<file path="src/rtl/spr_pkg.sv">
package spr_pkg;

    // Classification of one completion presented on the write port.
    typedef enum logic [2:0] {
        OUT_IDLE   = 3'd0,
        OUT_CLEAN  = 3'd1,
        OUT_DEFER  = 3'd2,
        OUT_FAULT  = 3'd3,
        OUT_RESUME = 3'd4,
        OUT_TRAP   = 3'd5
    } outcome_e;

endpackage

</file>
<file path="src/rtl/spr_storage.sv">
module spr_storage #(
    parameter int NUM_REGS = 16,
    parameter int DATA_W   = 32,
    parameter int IDX_W    = 4
) (
    input  logic              clk,
    input  logic              rst_n,
    input  logic              upd_en,
    input  logic              upd_data_en,
    input  logic              upd_poison,
    input  logic [IDX_W-1:0]  upd_idx,
    input  logic [DATA_W-1:0] upd_data,
    input  logic [IDX_W-1:0]  rd_a_idx,
    output logic [DATA_W-1:0] rd_a_data,
    output logic              rd_a_poison,
    input  logic [IDX_W-1:0]  rd_b_idx,
    output logic [DATA_W-1:0] rd_b_data,
    output logic              rd_b_poison,
    input  logic [IDX_W-1:0]  lk_a_idx,
    output logic              lk_a_poison,
    input  logic [IDX_W-1:0]  lk_b_idx,
    output logic              lk_b_poison
);

    logic [DATA_W-1:0] data_q   [NUM_REGS];
    logic              poison_q [NUM_REGS];

    // One storage slice per entry; each decodes its own write select.
    for (genvar g = 0; g < NUM_REGS; g++) begin : g_entry
        logic hit;
        assign hit = upd_en && (upd_idx == IDX_W'(g));

        always_ff @(posedge clk or negedge rst_n) begin
            if (!rst_n) begin
                data_q[g]   <= '0;
                poison_q[g] <= 1'b0;
            end else if (hit) begin
                if (upd_data_en) begin
                    data_q[g] <= upd_data;
                end
                poison_q[g] <= upd_poison;
            end
        end
    end

    // Combinational read of architectural ports and of source poison lookups.
    always_comb begin
        rd_a_data   = data_q[rd_a_idx];
        rd_a_poison = poison_q[rd_a_idx];
        rd_b_data   = data_q[rd_b_idx];
        rd_b_poison = poison_q[rd_b_idx];
        lk_a_poison = poison_q[lk_a_idx];
        lk_b_poison = poison_q[lk_b_idx];
    end

endmodule

</file>
<file path="src/rtl/spr_classify.sv">
module spr_classify
    import spr_pkg::*;
(
    input  logic     wr_valid,
    input  logic     wr_spec,
    input  logic     use_a,
    input  logic     use_b,
    input  logic     poison_a,
    input  logic     poison_b,
    input  logic     exc_term,
    input  logic     exc_resum,
    output outcome_e outcome,
    output logic     blame_b
);

    logic bad_a;
    logic bad_b;

    // A source only counts when the instruction actually consumes it.
    assign bad_a   = use_a && poison_a;
    assign bad_b   = use_b && poison_b;
    assign blame_b = !bad_a;

    // Priority: poisoned operand, then resumable, then terminating, then clean.
    always_comb begin
        if (!wr_valid) begin
            outcome = OUT_IDLE;
        end else if (bad_a || bad_b) begin
            outcome = wr_spec ? OUT_DEFER : OUT_FAULT;
        end else if (exc_resum) begin
            outcome = OUT_RESUME;
        end else if (exc_term) begin
            outcome = wr_spec ? OUT_DEFER : OUT_TRAP;
        end else begin
            outcome = OUT_CLEAN;
        end
    end

endmodule

</file>
<file path="src/rtl/spr_event_regs.sv">
module spr_event_regs
    import spr_pkg::*;
#(
    parameter int IDX_W = 4
) (
    input  logic             clk,
    input  logic             rst_n,
    input  outcome_e         outcome,
    input  logic             blame_b,
    input  logic [IDX_W-1:0] src_a,
    input  logic [IDX_W-1:0] src_b,
    output logic             fault_valid,
    output logic [IDX_W-1:0] fault_src_idx,
    output logic             resume_req,
    output logic             trap_req
);

    logic             fault_d;
    logic             resume_d;
    logic             trap_d;
    logic [IDX_W-1:0] idx_d;

    always_comb begin
        fault_d  = 1'b0;
        resume_d = 1'b0;
        trap_d   = 1'b0;
        idx_d    = '0;
        unique case (outcome)
            OUT_FAULT: begin
                fault_d = 1'b1;
                idx_d   = blame_b ? src_b : src_a;
            end
            OUT_RESUME: resume_d = 1'b1;
            OUT_TRAP:   trap_d   = 1'b1;
            OUT_IDLE, OUT_CLEAN, OUT_DEFER: ;
            default: ;
        endcase
    end

    always_ff @(posedge clk or negedge rst_n) begin
        if (!rst_n) begin
            fault_valid   <= 1'b0;
            fault_src_idx <= '0;
            resume_req    <= 1'b0;
            trap_req      <= 1'b0;
        end else begin
            fault_valid   <= fault_d;
            fault_src_idx <= idx_d;
            resume_req    <= resume_d;
            trap_req      <= trap_d;
        end
    end

endmodule

</file>
<file path="src/rtl/spec_poison_regfile.sv">
module spec_poison_regfile
    import spr_pkg::*;
#(
    parameter int NUM_REGS = 16,
    parameter int DATA_W   = 32,
    parameter int IDX_W    = $clog2(NUM_REGS)
) (
    input  logic              clk,
    input  logic              rst_n,
    input  logic [IDX_W-1:0]  rd_a_idx,
    output logic [DATA_W-1:0] rd_a_data,
    output logic              rd_a_poison,
    input  logic [IDX_W-1:0]  rd_b_idx,
    output logic [DATA_W-1:0] rd_b_data,
    output logic              rd_b_poison,
    input  logic              wr_valid,
    input  logic [IDX_W-1:0]  wr_dest,
    input  logic [DATA_W-1:0] wr_data,
    input  logic              wr_spec,
    input  logic              wr_use_a,
    input  logic [IDX_W-1:0]  wr_src_a,
    input  logic              wr_use_b,
    input  logic [IDX_W-1:0]  wr_src_b,
    input  logic              wr_exc_term,
    input  logic              wr_exc_resum,
    output logic              fault_valid,
    output logic [IDX_W-1:0]  fault_src_idx,
    output logic              resume_req,
    output logic              trap_req
);

    outcome_e outcome;
    logic     blame_b;
    logic     lk_a_poison;
    logic     lk_b_poison;
    logic     upd_en;
    logic     upd_data_en;
    logic     upd_poison;

    spr_storage #(
        .NUM_REGS (NUM_REGS),
        .DATA_W   (DATA_W),
        .IDX_W    (IDX_W)
    ) u_store (
        .clk         (clk),
        .rst_n       (rst_n),
        .upd_en      (upd_en),
        .upd_data_en (upd_data_en),
        .upd_poison  (upd_poison),
        .upd_idx     (wr_dest),
        .upd_data    (wr_data),
        .rd_a_idx    (rd_a_idx),
        .rd_a_data   (rd_a_data),
        .rd_a_poison (rd_a_poison),
        .rd_b_idx    (rd_b_idx),
        .rd_b_data   (rd_b_data),
        .rd_b_poison (rd_b_poison),
        .lk_a_idx    (wr_src_a),
        .lk_a_poison (lk_a_poison),
        .lk_b_idx    (wr_src_b),
        .lk_b_poison (lk_b_poison)
    );

    spr_classify u_class (
        .wr_valid  (wr_valid),
        .wr_spec   (wr_spec),
        .use_a     (wr_use_a),
        .use_b     (wr_use_b),
        .poison_a  (lk_a_poison),
        .poison_b  (lk_b_poison),
        .exc_term  (wr_exc_term),
        .exc_resum (wr_exc_resum),
        .outcome   (outcome),
        .blame_b   (blame_b)
    );

    // Storage update decoded from the outcome.
    always_comb begin
        upd_en      = 1'b0;
        upd_data_en = 1'b0;
        upd_poison  = 1'b0;
        unique case (outcome)
            OUT_CLEAN: begin
                upd_en      = 1'b1;
                upd_data_en = 1'b1;
            end
            OUT_DEFER: begin
                upd_en     = 1'b1;
                upd_poison = 1'b1;
            end
            OUT_IDLE, OUT_FAULT, OUT_RESUME, OUT_TRAP: ;
            default: ;
        endcase
    end

    spr_event_regs #(
        .IDX_W (IDX_W)
    ) u_events (
        .clk           (clk),
        .rst_n         (rst_n),
        .outcome       (outcome),
        .blame_b       (blame_b),
        .src_a         (wr_src_a),
        .src_b         (wr_src_b),
        .fault_valid   (fault_valid),
        .fault_src_idx (fault_src_idx),
        .resume_req    (resume_req),
        .trap_req      (trap_req)
    );

endmodule

</file>
<file path="config.mk">
export PLATFORM = sky130hd
export DESIGN_NAME = spec_poison_regfile
export DESIGN_NICKNAME = d
export VERILOG_FILES = /design/src/rtl/spr_pkg.sv /design/src/rtl/spr_storage.sv /design/src/rtl/spr_classify.sv /design/src/rtl/spr_event_regs.sv /design/src/rtl/spec_poison_regfile.sv
export SDC_FILE = /design/constraint.sdc
export NUM_CORES = 1
export LEC_CHECK = 0
export BUFFER_PORTS_ARGS = -buffer_cell sky130_fd_sc_hd__buf_2
export CAP_MARGIN = 20
export CORE_MARGIN = 2
export CORE_UTILIZATION = 25
export DETAILED_ROUTE_END_ITERATION = 10
export GPL_TIMING_DRIVEN = 0
export PLACE_DENSITY = 0.43
export SYNTH_ARGS = -nofsm -noshare
export SYNTH_HDL_FRONTEND = slang
export SYNTH_SLANG_ARGS = --single-unit
</file>
<file path="constraint.sdc">
create_clock -name clk -period 2.4 [get_ports clk]
set_input_delay 0.24 -clock clk [delete_from_list [all_inputs] [get_ports clk]]
set_output_delay 0.24 -clock clk [all_outputs]
set_load 0.05 [all_outputs]
</file>
# Word-level counts from Yosys, hierarchy flattened
# Cells that the tools add are included.
# totals
reg_bits	535
latch_bits	0
ramBits	0
rom_bits	0
mem_count	0
# op_classes
addsub	0
n_mul	0
div	0
order_cmp	4
eq_ne	20
n_shift	0
muxes	32
bitwise	4
n_reduce_logical	37
# op_table
operator	n
$bmux 32 s4	2
$mux 32	4
$eq 4x4->1 const B	8
$reduce_and 2->1	16
$ge 5x5->1 const B	4
$not 4->5	4
$logic_and 1x1->1	18
$bmux 1 s4	4
$eq 4x3->1 const B	4
$mux 1	15
$mux 3	5
$eq 4x2->1 const B	2
$mux 4	2
$eq 3x2->1 const B	2
$eq 3x3->1 const B	2
$eq 4x1->1 const B	1
$logic_not 4->1	1
$eq 3x1->1 const B	1
$reduce_or 2->1	1
$logic_or 1x1->1	1

# Logic depth before layout (Yosys ltp)
# logic_depth
ltp_word	13
mapped_depth	11
depth_no_buf	6

# Hierarchy
# Synthesis repeated with hierarchy kept, for this count alone.
# unflattened
hier_cells	1794
area_unflattened_um2	28030.6
# modules_own_cells
module	instances	cells_per_inst	area_each_um2	seq_area_each_um2
spr_storage	1	1760	27674.0	13212.7
spr_event_regs	1	20	262.8	175.2
spr_classify	1	9	68.8	0.0
spec_poison_regfile	1	5	25.0	0.0

# Worst setup path before layout
# OpenSTA, ideal clock, no wires.
# synth_timing
kind	in2out
from	input port rd_a_idx[0]
to	output port rd_a_poison
arrival_ps	2478
required_ps	2160
slack_ps	-318
cell_stages	5
n_path_buf	3
cell_sequence	clkbuf_1 -> clkbuf_1 -> buf_1 -> mux4_2 -> mux4_2
# synth_between
elab_chain_cells	4
# synth_lines
element	line	source
start: declaration	spec_poison_regfile.sv:10	input logic [IDX_W-1:0] rd_a_idx,
$not 4->5 (implied by the code)	spr_storage.sv:49	rd_a_poison = poison_q[rd_a_idx];
$bmux 1 s4	spr_storage.sv:49	
$mux 1 (implied by the code) (2 in series)	spr_storage.sv:49	
end: declaration	spec_poison_regfile.sv:12	output logic rd_a_poison,
# No other way between the ends. The select of a mux whose other input is x is not followed.

# Worst setup path in the final report
# layout_timing
from	register u_store.poison_q[9] in the netlist's numbering
to	register u_store.data_q[421] in the netlist's numbering
# layout_between
elab_chain_cells	12
# layout_lines
element	line	source
start: declaration	spr_storage.sv:26	logic poison_q [NUM_REGS];
start signal: indexed assignment	spr_storage.sv:41	poison_q[g] <= upd_poison;
$bmux 1 s4 (on tied branches)	spr_storage.sv:52, spr_storage.sv:53	
$mux 1 (on tied branches) (2 in series)	spr_storage.sv:52, spr_storage.sv:53	
$logic_and 1x1->1 (on tied branches)	spr_classify.sv:20, spr_classify.sv:21	
$logic_or 1x1->1 *	spr_classify.sv:28	end else if (bad_a || bad_b) begin
$mux 3 *	spr_classify.sv:28	
$mux 3 *	spr_classify.sv:26	if (!wr_valid) begin
$eq 3x2->1 or $eq 3x1->1 (tied branches)	spec_poison_regfile.sv:82	unique case (outcome)
$reduce_or 2->1 (no source line)	-	
$mux 1	spec_poison_regfile.sv:82	
$logic_and 1x1->1	spr_storage.sv:31	assign hit = upd_en && (upd_idx == IDX_W'(g));
$reduce_and 2->1 (no source line) *	-	
end signal: indexed assignment	spr_storage.sv:39	data_q[g] <= upd_data;
end: declaration	spr_storage.sv:25	logic [DATA_W-1:0] data_q [NUM_REGS];
# Mark *: on every way between the ends. The rest lies on a longest branch, timed or not. The select of a mux whose other input is x is not followed.
# A chain may end at the register's enable or synchronous reset.

==> summary by stage <==
Clocking
The root buffer cell chosen for the clock tree is sky130_fd_sc_hd__clkbuf_16. The clock network latency to the later pin of the worst-skew pair is 0.63 ns. Buffers inserted during clock tree synthesis total 68. The number of H-tree levels is 3. The CTS tree is built. The maximum clock insertion buffer count is 3.

The number of sinks driven by the clock tree is 535. Clock-pin slew was measured on the worst setup and hold paths at 0.06 ns.

Synth
Summed over all instances, the cell type with the most area after synthesis is sky130_fd_sc_hd__dfrtp_1. The synthesized netlist net count is 1744. For this run, the register share of the synthesized area comes to 47.2%. During synthesis, Yosys emitted a total of 0 warnings.

The most frequently used flop master after synthesis is sky130_fd_sc_hd__dfrtp_1. The cell area after technology mapping is 28400 sq um. Counting flops and latches in the post-synthesis netlist gives 535. The top cell type by area accounts for 47.2% of the synthesized area. By area the synthesized netlist is led by sky130_fd_sc_hd__dfrtp_1 (47%), sky130_fd_sc_hd__mux4_2 (26%), sky130_fd_sc_hd__mux2_2 (18%), sky130_fd_sc_hd__mux2_4 (1.4%), sky130_fd_sc_hd__clkbuf_1 (1.2%).

After synthesis, the share of flip-flops with an asynchronous set or reset is 100%. In this run the mean area of a mapped cell was 16.9 sq um. Counting every instance in the synthesized netlist gives 1684. The number of enable-type register cells in the synthesized netlist is 0. Synthesis instantiated 40 different standard cells from the library.

STA
The total negative setup slack is -101.68 ns. The fmax is 0.369 GHz. The final-report hold violation count was 0. Between clock sinks in the finished design, the worst skew comes to 0.0301 ns. The setup violation total in the final timing report is 590.

The max-slew headroom at the worst pin is 28.5%. The fraction of the cycle the final worst path needs is 113%. Setup slack on the critical path of the routed design comes to -0.307 ns. The transition time of the tightest slew-check pin is 1.07 ns. Setup repair after global routing could not meet its margin everywhere. The worst path in the final design needs a cycle of 2.71 ns, including I/O delays and setup. The final max-slew violation count is 0.

Pwr
Sequential cells account for 40.1% of the total power. The portion of total power attributed to combinational logic is 20.6%. Summed over all cells, the static leakage comes to 17.6 nW. The analysis attributes to net switching a power of 0.00749 W.

The total power after layout is 0.0266 W. The part of the power in the clock network is 39.4%. The internal portion of the total power is 0.0191 W. The peak supply drop is 0.000557 V. The switching share of power is 28.2%. For this design the ratio of total power to cell area is 669 nW/um^2.

Critical path
The element type at the critical path start is a flop. The cell repeated most along the worst path is sky130_fd_sc_hd__buf_12. Traced cell by cell, the critical path runs through mux4_2, o2111ai_4, and4_4, buf_12, nand4_4, buf_12, buf_12, buf_12, mux2_2. The type of element capturing the critical path is a flop. Broken down by cell family, the worst path's largest delay share belongs to multiplexers. The buffering stage count on the worst path with inverters included is 4. In this run the critical register-to-register path is captured at u_store.data_q[421]. The count of cells along the worst register-to-register path is 9. Of all nets on the critical path, the largest fanout is 5.

The internal reg-to-reg setup slack is -0.31 ns. The critical path arrival is 3.19 ns. The worst-path cell with the longest stage delay is sky130_fd_sc_hd__mux4_2.

In this run the critical register-to-register path is launched from u_store.poison_q[9]. At the worst endpoint, the required time is 2.88 ns. The critical path in this run is classified as flop to flop. The largest stage delay on the critical path is 0.51 ns.

Run status
The checks that failed: setup timing. The run finished, with violations left.

Hold path
The destination of the worst hold path is u_events.fault_src_idx[0]. The startpoint identified for the worst hold timing path is wr_src_a[0]. The worst hold path passes through 4 cells. The type of the tightest min-delay check is primary input to flop.

Placement
The HPWL after detailed placement is 67600 um. Port buffering added 121 buffers. The number of placed instances, taps included, is 3330. The placer congestion estimate is 0.759.

Global route
The first global-routing pass estimated 159000 um of wire. The initial antenna violation count is 2. The global routing usage on met1 is 25.9%. Global routing used 19.1% of the available tracks. The layer with the highest usage is met2. Global routing used 3.69% of the available met3 tracks. For this run, global-route usage on met2 was measured as 31.1%. Entering global routing, the biggest net connects 107 pins.

The via count of the first global-routing pass is 20495. Global routing finished with a remaining overflow of 0.

Floorplanning
For this configuration, the core starts out at a cell density of 25.2%. The boundary pin count is 133. The floorplan die area is 116000 sq um. The area of the placeable core is 112000 sq um. The die width is 341 um. The floorplan has 123 rows. The vertical die dimension is 341 um.

Routing
The total routed wirelength is 112000 um. The post-detailed-route via-to-cell ratio is 5.15. The remaining design rule violation count is 0. The first detailed-routing pass ran for 5 iterations. For this block, the via count after detailed routing is 18902.

The final routed wire length divided by cell count is 30.6 um. The number of routed nets with antenna violations is 0. The number of DRC violations after detailed-routing iteration 0 is 1638.

Finish
The area growth from synthesis to layout is 40.2%. The fraction of final layout cells sized beyond drive strength 1 is 66.2%. At the end of the flow, the number of nets in the layout was 2183. The count of placed standard cells in the final layout, fillers left out is 3673.

Run
Across the run, the number of max-cap violations was 0.
==> placed cells by master, fill, tap and decap left out, types with 5 or more instances in the layout <==
cell / Yosys / routed
sky130_fd_sc_hd__dfrtp_1: 535 / 529
sky130_fd_sc_hd__mux2_4: 27 / 370
sky130_fd_sc_hd__mux4_2: 334 / 334
sky130_fd_sc_hd__mux2_2: 456 / 142
sky130_fd_sc_hd__buf_6: 5 / 105
sky130_fd_sc_hd__buf_12: 0 / 91
sky130_fd_sc_hd__clkbuf_16: 0 / 80
sky130_fd_sc_hd__buf_4: 3 / 61
sky130_fd_sc_hd__buf_2: 46 / 61
sky130_fd_sc_hd__clkbuf_1: 93 / 59
sky130_fd_sc_hd__buf_8: 0 / 44
sky130_fd_sc_hd__dlygate4sd3_1: 0 / 42
sky130_fd_sc_hd__buf_16: 0 / 35
sky130_fd_sc_hd__clkbuf_4: 0 / 19
sky130_fd_sc_hd__clkbuf_8: 0 / 19
sky130_fd_sc_hd__clkbuf_2: 0 / 18
sky130_fd_sc_hd__nor3_1: 13 / 13
sky130_fd_sc_hd__inv_1: 13 / 12
sky130_fd_sc_hd__nand2_1: 13 / 12
sky130_fd_sc_hd__nor2_1: 16 / 8
sky130_fd_sc_hd__nor2_4: 0 / 8
sky130_fd_sc_hd__nand3_1: 8 / 8
sky130_fd_sc_hd__clkinv_2: 0 / 8
sky130_fd_sc_hd__nand4_4: 1 / 7
sky130_fd_sc_hd__nor2b_1: 6 / 6
sky130_fd_sc_hd__dfrtp_2: 0 / 6
sky130_fd_sc_hd__buf_1: 23 / 5
sky130_fd_sc_hd__nor4_1: 5 / 5
sky130_fd_sc_hd__nand2b_1: 5 / 5
sky130_fd_sc_hd__o2bb2ai_2: 0 / 5
==> through the flow <==
step                cell area (sq um)  util, %  hold slack, ns  setup slack [ns]
finish                          39800     35.4          0.0426            -0.307
CTS                             38900     34.6         0.00365            -0.318
global route                    39800     35.4          0.0531            -0.356
floorplan                       28500        -         -0.0556           -0.0630
global placement                31000     27.6           0.460            -10.47
detailed placement              31500     28.0           0.244             -1.32
==> registers in the layout, indices dropped and copies added (netlist names) <==
| register | flops |
|---|---|
| u_events.fault_valid | 1 |
| u_store.data_q | 512 |
| u_events.fault_src_idx | 4 |
| u_events.resume_req | 1 |
| u_store.poison_q | 16 |
| u_events.trap_req | 1 |
==> worst max path at each step <==
| stage | cells after the start | slack, ns | start | endpoint |
|---|---|---|---|---|
| 2_1_floorplan | 8 | -0.06 | u_store.poison_q[8] | u_store.data_q[130] |
| 3_3_place_gp | 1 | -10.47 | rst_n | u_store.data_q[18] |
| 3_5_place_dp | 6 | -1.32 | rd_a_idx[1] | rd_a_data[16] |
| 4_1_cts | 11 | -0.32 | u_store.poison_q[5] | u_store.data_q[422] |
| 5_1_grt | 10 | -0.36 | u_store.poison_q[8] | u_store.data_q[495] |
| 6_report | 9 | -0.31 | u_store.poison_q[9] | u_store.data_q[421] |
==> timing repair <==
item / CTS / global route
endpoints found under the setup margin: 594 / 599
hold endpoints to repair: 250 / 0
pin swaps: 10 / 19
setup buffers: 108 / 62
hold buffers: 42 / 0
gates resized for setup: 720 / 242
gates cloned: 37 / 7
==> cell families (layout without fill, tap and decap cells) <==
logic type             count (synthesis)  after routing  synth area share, %
buffers and inverters                183            670                 2.79
and+or+nand+nor                       87             87                 1.87
DFF                                  535            535                 47.2
muxes                                850            850                 47.3
other                                  0              2                    0
AOI/OAI and AO/OA                     29             29                0.873
==> area by class of cell <==
class / count / area [sq um]
fill: 10527 / 72700
multi-input combinational: 966 / 15700
sequential: 535 / 13400
timing repair buffer: 377 / 4810
clock buffer: 100 / 2040
tap: 1500 / 1880
buffer: 162 / 1700
clock inverter: 18 / 204
inverter: 13 / 48.8
antenna: 2 / 5.00
==> Yosys cell counts, types with 2 or more instances <==
| library cell | instances |
|---|---|
| sky130_fd_sc_hd__a21oi_1 | 4 |
| sky130_fd_sc_hd__a22o_1 | 4 |
| sky130_fd_sc_hd__a22oi_1 | 2 |
| sky130_fd_sc_hd__a32o_1 | 3 |
| sky130_fd_sc_hd__and2_1 | 4 |
| sky130_fd_sc_hd__and4_4 | 2 |
| sky130_fd_sc_hd__buf_1 | 23 |
| sky130_fd_sc_hd__buf_2 | 46 |
| sky130_fd_sc_hd__buf_4 | 3 |
| sky130_fd_sc_hd__buf_6 | 5 |
| sky130_fd_sc_hd__clkbuf_1 | 93 |
| sky130_fd_sc_hd__dfrtp_1 | 535 |
| sky130_fd_sc_hd__inv_1 | 13 |
| sky130_fd_sc_hd__mux2_1 | 29 |
| sky130_fd_sc_hd__mux2_2 | 456 |
| sky130_fd_sc_hd__mux2_4 | 27 |
| sky130_fd_sc_hd__mux2i_1 | 4 |
| sky130_fd_sc_hd__mux4_2 | 334 |
| sky130_fd_sc_hd__nand2_1 | 13 |
| sky130_fd_sc_hd__nand2b_1 | 5 |
| sky130_fd_sc_hd__nand3_1 | 8 |
| sky130_fd_sc_hd__nand4_1 | 2 |
| sky130_fd_sc_hd__nand4_2 | 6 |
| sky130_fd_sc_hd__nor2_1 | 16 |
| sky130_fd_sc_hd__nor2b_1 | 6 |
| sky130_fd_sc_hd__nor3_1 | 13 |
| sky130_fd_sc_hd__nor4_1 | 5 |
| sky130_fd_sc_hd__o2111ai_1 | 3 |
| sky130_fd_sc_hd__o2bb2ai_1 | 9 |
==> power groups by stage <==
stage / logic [W] / clock network, W / registers [W]
detailed placement: 0.00446 / 0 / 0.0108
global route: 0.00576 / 0.0111 / 0.0108
CTS: 0.00526 / 0.0107 / 0.0106
floorplan: 0.00309 / 0 / 0.0105
global placement: 0.00430 / 0 / 0.0107
finish: 0.00547 / 0.0105 / 0.0107
==> tightest hold or removal path, delay by kind of cell <==
kind	cells	cell delay [ns]
buffers and inverters	2	0.26
AO/OA/AOI/OAI	1	0.06
AND/OR/NAND/NOR	1	0.06
==> layer usage <==
layer | vias to the layer above | wire length (um)
met5 | - | 12
met4 | 2 | 3040
met3 | 171 | 5970
met2 | 589 | 53700
met1 | 10565 | 49600
li1 | 7575 | -
Note: power is estimated with default switching activity, not from simulation.
